## config.mk

```make
export PLATFORM = sky130hd
export DESIGN_NAME = byte_lane_seq
export DESIGN_NICKNAME = d
export VERILOG_FILES = /design/src/rtl/blseq_pkg.sv /design/src/rtl/blseq_addr.sv /design/src/rtl/blseq_lane.sv /design/src/rtl/blseq_gather.sv /design/src/rtl/blseq_ctrl.sv /design/src/rtl/byte_lane_seq.sv
export SDC_FILE = /design/constraint.sdc
export NUM_CORES = 1
export LEC_CHECK = 0
export ABC_AREA = 1
export ABC_CLOCK_PERIOD_IN_PS = 1800
export BUFFER_PORTS_ARGS = -buffer_cell sky130_fd_sc_hd__clkbuf_2
export CORE_MARGIN = 10
export CORE_UTILIZATION = 45
export CTS_CLUSTER_SIZE = 10
export DETAILED_ROUTE_END_ITERATION = 10
export HOLD_SLACK_MARGIN = 0.12
export PLACE_DENSITY = 0.73
export SYNTH_ARGS = -nofsm -noshare
export SYNTH_HDL_FRONTEND = slang
export SYNTH_SLANG_ARGS = --single-unit
```

## constraint.sdc

```tcl
create_clock -name clk -period 1.8 [get_ports clk]
set_input_delay 0 -clock clk [delete_from_list [all_inputs] [get_ports clk]]
set_output_delay 0 -clock clk [all_outputs]
set_load 0.01 [all_outputs]
```

## src/rtl/blseq_pkg.sv

```systemverilog
package blseq_pkg;

  typedef enum logic [1:0] {
    ST_IDLE = 2'd0,
    ST_OP1  = 2'd1,
    ST_OP2  = 2'd2,
    ST_RESP = 2'd3
  } blseq_state_e;

  typedef struct packed {
    logic write;
    logic word;
    logic io;
    logic real_m;
  } blseq_kind_t;

endpackage

```

## src/rtl/blseq_addr.sv

```systemverilog
module blseq_addr #(
  parameter int ADDR_W = 24,
  parameter int REAL_W = 20,
  parameter int IO_W   = 16
) (
  input  logic [ADDR_W-1:0] addr_raw,
  input  logic              io,
  input  logic              real_m,
  output logic [ADDR_W-1:0] addr_base,
  output logic [ADDR_W-1:0] addr_next
);

  localparam logic [ADDR_W-1:0] MASK_FULL = {ADDR_W{1'b1}};
  localparam logic [ADDR_W-1:0] MASK_REAL = {{(ADDR_W-REAL_W){1'b0}}, {REAL_W{1'b1}}};
  localparam logic [ADDR_W-1:0] MASK_IO   = {{(ADDR_W-IO_W){1'b0}}, {IO_W{1'b1}}};
  localparam logic [ADDR_W-1:0] ONE       = {{(ADDR_W-1){1'b0}}, 1'b1};

  logic [ADDR_W-1:0] mask;

  always_comb begin
    if (io)          mask = MASK_IO;
    else if (real_m) mask = MASK_REAL;
    else             mask = MASK_FULL;
  end

  // Base address of the access, and the following byte address wrapped
  // inside the space selected above.
  assign addr_base = addr_raw & mask;
  assign addr_next = (addr_base + ONE) & mask;

endmodule

```

## src/rtl/blseq_lane.sv

```systemverilog
module blseq_lane #(
  parameter int DATA_W = 16
) (
  input  logic              phase2,
  input  logic              word,
  input  logic              odd,
  input  logic [DATA_W-1:0] wdata,
  output logic              bhe_n,
  output logic              split,
  output logic [DATA_W-1:0] bus_wdata
);

  localparam int LANE_W = DATA_W / 2;
  localparam logic [LANE_W-1:0] ZB = '0;

  logic [LANE_W-1:0] lo_b;
  logic [LANE_W-1:0] hi_b;

  assign lo_b  = wdata[LANE_W-1:0];
  assign hi_b  = wdata[DATA_W-1:LANE_W];
  assign split = word & odd;

  always_comb begin
    bhe_n     = 1'b1;
    bus_wdata = '0;
    unique case ({word, odd})
      2'b00: begin
        bhe_n     = 1'b1;
        bus_wdata = {ZB, lo_b};
      end
      2'b01: begin
        bhe_n     = 1'b0;
        bus_wdata = {lo_b, ZB};
      end
      2'b10: begin
        bhe_n     = 1'b0;
        bus_wdata = wdata;
      end
      default: begin
        if (phase2) begin
          // high byte of the word, even address, low lane
          bhe_n     = 1'b1;
          bus_wdata = {ZB, hi_b};
        end else begin
          // low byte of the word, odd address, high lane
          bhe_n     = 1'b0;
          bus_wdata = {lo_b, ZB};
        end
      end
    endcase
  end

endmodule

```

## src/rtl/blseq_gather.sv

```systemverilog
module blseq_gather #(
  parameter int DATA_W = 16
) (
  input  logic              clk,
  input  logic              rst_n,
  input  logic              clr,
  input  logic              cap,
  input  logic              phase2,
  input  logic              word,
  input  logic              odd,
  input  logic              write,
  input  logic [DATA_W-1:0] bus_rdata,
  output logic [DATA_W-1:0] rdata
);

  localparam int LANE_W = DATA_W / 2;
  localparam logic [LANE_W-1:0] ZB = '0;

  always_ff @(posedge clk or negedge rst_n) begin
    if (!rst_n) begin
      rdata <= '0;
    end else if (clr) begin
      rdata <= '0;
    end else if (cap && !write) begin
      unique case ({word, odd})
        2'b00: rdata <= {ZB, bus_rdata[LANE_W-1:0]};
        2'b01: rdata <= {ZB, bus_rdata[DATA_W-1:LANE_W]};
        2'b10: rdata <= bus_rdata;
        default: begin
          if (phase2) rdata[DATA_W-1:LANE_W] <= bus_rdata[LANE_W-1:0];
          else        rdata[LANE_W-1:0]      <= bus_rdata[DATA_W-1:LANE_W];
        end
      endcase
    end
  end

endmodule

```

## src/rtl/blseq_ctrl.sv

```systemverilog
module blseq_ctrl
  import blseq_pkg::*;
(
  input  logic clk,
  input  logic rst_n,
  input  logic req_valid,
  input  logic rsp_ready,
  input  logic bus_done,
  input  logic split,
  output logic req_ready,
  output logic accept,
  output logic bus_req,
  output logic phase2,
  output logic cap,
  output logic rsp_valid
);

  blseq_state_e state_q, state_d;

  assign req_ready = (state_q == ST_IDLE) || ((state_q == ST_RESP) && rsp_ready);
  assign accept    = req_valid && req_ready;
  assign bus_req   = (state_q == ST_OP1) || (state_q == ST_OP2);
  assign phase2    = (state_q == ST_OP2);
  assign cap       = bus_req && bus_done;
  assign rsp_valid = (state_q == ST_RESP);

  always_comb begin
    state_d = state_q;
    unique case (state_q)
      ST_IDLE: if (accept) state_d = ST_OP1;
      ST_OP1:  if (bus_done) state_d = split ? ST_OP2 : ST_RESP;
      ST_OP2:  if (bus_done) state_d = ST_RESP;
      default: begin
        if (rsp_ready) state_d = accept ? ST_OP1 : ST_IDLE;
      end
    endcase
  end

  always_ff @(posedge clk or negedge rst_n) begin
    if (!rst_n) state_q <= ST_IDLE;
    else        state_q <= state_d;
  end

endmodule

```

## src/rtl/byte_lane_seq.sv

```systemverilog
module byte_lane_seq
  import blseq_pkg::*;
#(
  parameter int ADDR_W = 24,
  parameter int REAL_W = 20,
  parameter int IO_W   = 16,
  parameter int DATA_W = 16
) (
  input  logic              clk,
  input  logic              rst_n,
  input  logic              real_mode,
  input  logic              req_valid,
  output logic              req_ready,
  input  logic              req_write,
  input  logic              req_word,
  input  logic              req_io,
  input  logic [ADDR_W-1:0] req_addr,
  input  logic [DATA_W-1:0] req_wdata,
  output logic              rsp_valid,
  input  logic              rsp_ready,
  output logic [DATA_W-1:0] rsp_rdata,
  output logic              bus_req,
  input  logic              bus_done,
  output logic [ADDR_W-1:1] bus_addr_hi,
  output logic              bus_a0,
  output logic              bus_bhe_n,
  output logic              bus_write,
  output logic              bus_io,
  output logic [DATA_W-1:0] bus_wdata,
  input  logic [DATA_W-1:0] bus_rdata
);

  logic              accept;
  logic              phase2;
  logic              cap;
  logic              split;
  logic [ADDR_W-1:0] addr_q;
  logic [DATA_W-1:0] wdata_q;
  blseq_kind_t       kind_q;
  logic [ADDR_W-1:0] addr_base;
  logic [ADDR_W-1:0] addr_next;
  logic [ADDR_W-1:0] addr_sel;

  // Request capture
  always_ff @(posedge clk or negedge rst_n) begin
    if (!rst_n) begin
      addr_q  <= '0;
      wdata_q <= '0;
      kind_q  <= '0;
    end else if (accept) begin
      addr_q  <= req_addr;
      wdata_q <= req_wdata;
      kind_q  <= '{write: req_write, word: req_word, io: req_io, real_m: real_mode};
    end
  end

  blseq_ctrl u_ctrl (
    .clk       (clk),
    .rst_n     (rst_n),
    .req_valid (req_valid),
    .rsp_ready (rsp_ready),
    .bus_done  (bus_done),
    .split     (split),
    .req_ready (req_ready),
    .accept    (accept),
    .bus_req   (bus_req),
    .phase2    (phase2),
    .cap       (cap),
    .rsp_valid (rsp_valid)
  );

  blseq_addr #(
    .ADDR_W (ADDR_W),
    .REAL_W (REAL_W),
    .IO_W   (IO_W)
  ) u_addr (
    .addr_raw  (addr_q),
    .io        (kind_q.io),
    .real_m    (kind_q.real_m),
    .addr_base (addr_base),
    .addr_next (addr_next)
  );

  blseq_lane #(
    .DATA_W (DATA_W)
  ) u_lane (
    .phase2    (phase2),
    .word      (kind_q.word),
    .odd       (addr_base[0]),
    .wdata     (wdata_q),
    .bhe_n     (bus_bhe_n),
    .split     (split),
    .bus_wdata (bus_wdata)
  );

  blseq_gather #(
    .DATA_W (DATA_W)
  ) u_gather (
    .clk       (clk),
    .rst_n     (rst_n),
    .clr       (accept),
    .cap       (cap),
    .phase2    (phase2),
    .word      (kind_q.word),
    .odd       (addr_base[0]),
    .write     (kind_q.write),
    .bus_rdata (bus_rdata),
    .rdata     (rsp_rdata)
  );

  assign addr_sel    = phase2 ? addr_next : addr_base;
  assign bus_addr_hi = addr_sel[ADDR_W-1:1];
  assign bus_a0      = addr_sel[0];
  assign bus_write   = kind_q.write;
  assign bus_io      = kind_q.io;

endmodule

```

==> impl_metrics.ini <==
[clock_tree]
clk_pin_slew_ns = 0.07
cts_tree = built
cts.path.max_buffers = 2
cts.htree.levels = 3
clockRootBuffer = clkbuf_8
numCtsBuffers = 9
cts_sinks = 62
clk_latency_ns = 0.34

[setup_path]
cp-end-kind = primary output
arrival_ns = 1.91
required_ns = 1.80
path_class = reg2out
worstPathMaxFanout = 5
cp-start-kind = flop

[die]
core_um2 = 7690
dieArea_um2 = 11800
die_y_um = 109
num_rows = 32
initial_core_util_pct = 46.2
ioPinCount = 127
die_w_um = 109

[detailed_routing]
via_per_inst = 5.19
dr_total_vias = 3941
ant_nets = 0
routed_wl_um = 12700
drcViolationCount = 0
drt_first_iter_violations = 180
drtPass1Iterations = 5
post_drt_wl_per_cell_um = 16.8

[yosys]
synth_cell_types = 32
synth.net_count = 509
synth_top_area_share_pct = 43.7
ys_seq_area_share_pct = 43.7
syn_avg_cell_area_um2 = 8.12
syn_area_um2 = 3550
synthMostInstantiatedCell = nand2_1
syn_inst = 437
ys_ff_latch = 62
synth_ff_type = dfrtp_1
yosysWarnings = 0
yosysTopAreaCell = dfrtp_1
synth.top_cells.by_count = nand2_1 (94), dfrtp_1 (62), inv_1 (50)
async_flop_share_pct = 100
synth_area_leaders = dfrtp_1 (44%), nand2_1 (9.9%), mux2_2 (5.4%)
synth-edff-count = 0

[layout]
nets = 724
num-fill-cells = 565
area_growth_pct = 58.6
design_area_um2 = 5630
instances_no_fill = 759
drive_gt1_share_pct = 37.4
final_util_pct = 73.2
antenna_cells = 0

[power]
combPwrFrac_pct = 57.8
max-vdd-ir-drop_mv = 0.866
power.density_nw_per_um2 = 1710
power_switching_mw = 4.31
intPower_mw = 5.28
power_frac_clock_pct = 14.3
seqPwrFrac_pct = 27.9
p_leak_nw = 2.92
switching_share_pct = 44.9

[grt]
grt_pass1_wl_um = 19600
grt_start_max_net_pins = 63
grt_overflow = 0
grtUsageTotal_pct = 20.7
antenna_found_initial = 0
grt_pass1_vias = 3966

[placement]
dp_hpwl_um = 7940
port_buffers = 126
place.gp.congestion = 0.866
place_inst = 658
placed_cell_area_um2 = 4320

[timing]
tns_ns = -0.871
drv_slew = 0
setup_ws_ns = -0.108
period_share_pct = 106
grt_setup_unrepaired = yes
max_freq_ghz = 0.524
setup_viol = 26
min_period_ns = 1.91
fin_skew_ns = 0.00822
hold_viol_final = 0
worstMarginPinSlew_ns = 0.384
slew_headroom_pct = 74.3

[run_status]
status = finished with violations
violations = negative setup slack

[run]
drv_cap = 0

[min_path]
hp-class = in2reg
-- final cells by class --
cell class                 instances  area (µm²)  share of cell area (%)
clock buffer                      12         145                    2.58
clock inverter                     4        70.1                    1.25
tap                              102         128                    2.27
multi-input combinational        305        1930                    34.2
sequential                        62        1550                    27.6
timing repair buffer             219        1600                    28.4
inverter                          55         209                    3.71
-- power groups by stage --
stage	Clock [mW]	Sequential, mW	Combinational, mW
after CTS	1.38	2.61	4.86
after detailed placement	0	2.62	4.40
after floorplan	0	2.57	2.79
after global placement	0	2.58	4.29
after global routing	1.46	2.76	6.05
final	1.37	2.68	5.55
-- repair_timing --
action / in CTS / in global routing
gates cloned: 1 / 2
resized for setup: 22 / 60
setup endpoints to repair: 53 / 78
hold buffers: 62 / 0
pin swaps: 12 / 13
buffers inserted: 8 / 12
endpoints found under the hold margin: 122 / 0
-- through the flow --
| stage | setup WS, ns | hold WS (ns) | total power [mW] |
|---|---|---|---|
| floorplan | 0.0984 | -0.296 | 5.36 |
| global placement | 0.0207 | 0.0426 | 6.87 |
| detailed placement | -0.126 | 0.0460 | 7.01 |
| CTS | -0.129 | 0.125 | 8.85 |
| global route | -0.230 | 0.166 | 10.3 |
| finish | -0.108 | 0.134 | 9.60 |
-- metal layers --
layer | track usage [%] | routed length (µm) | vias to the layer above
li1 | - | - | 1853
met1 | 23.4 | 4780 | 1857
met2 | 36.0 | 6460 | 197
met3 | 6.55 | 1170 | 34
met4 | 7.16 | 327 | 0
met5 | 0 | 0 | -
-- state kept, by name (all words and copies together), names as in the netlist --
name            count
u_ctrl.state_q      2
wdata_q            16
u_gather.rdata     16
bus_io              1
addr_q             24
bus_write           1
kind_q              2
-- critical path, stage by stage (launching register included) --
cell     delay, ns
dfrtp_1       0.41
inv_2         0.09
ha_4          0.17
nand2_4       0.06
nor2_4        0.13
nand3_4       0.11
nor2_8        0.15
nand2_4       0.09
nor2_2        0.10
nand2_1       0.06
nand2_1       0.07
buf_2         0.13
-- logic make-up (layout without fill, tap and decap cells) --
family / count (synthesis) / after routing / synth area share (%)
and+or+nand+nor: 178 / 179 / 22.5
AOI/OAI and AO/OA: 88 / 88 / 14.1
buffers and inverters: 71 / 290 / 8.39
DFF: 62 / 62 / 43.7
muxes: 17 / 17 / 5.39
xor gates and xnor gates: 14 / 14 / 3.46
adders and majority gates: 7 / 7 / 2.47
-- layout by cell type, fill, tap and decap left out, types with 3 or more instances in the layout --
cell	count
clkbuf_2	108
nand2_1	86
dlygate4sd3_1	62
dfrtp_1	60
inv_1	47
nor2_1	42
a21oi_1	29
buf_4	20
o21ai_0	19
buf_2	18
mux2_2	17
o22ai_1	14
xor2_1	11
nand2_2	10
clkbuf_8	10
o211ai_1	9
nand3_1	8
o21ai_1	8
inv_2	7
nand4_1	7
nor2_2	6
nand2_4	5
nor2_4	4
ha_1	4
buf_12	4
ha_4	3
buf_6	3
-- path summary, 6_finish.rpt --
check,to,start,slack [ns],depth (start not counted)
min,kind_q[2],req_valid,0.13,4
min in group asynchronous,u_gather.rdata[4],rst_n,0.21,3
min reg2reg,u_gather.rdata[1],u_gather.rdata[1],0.49,2
max,bus_addr_hi[21],u_ctrl.state_q[0],-0.11,11
max in group asynchronous,bus_io,rst_n,1.29,3
max reg2reg,u_gather.rdata[8],u_ctrl.state_q[0],-0.03,9
No activity file was read; power rests on OpenSTA's default activity.
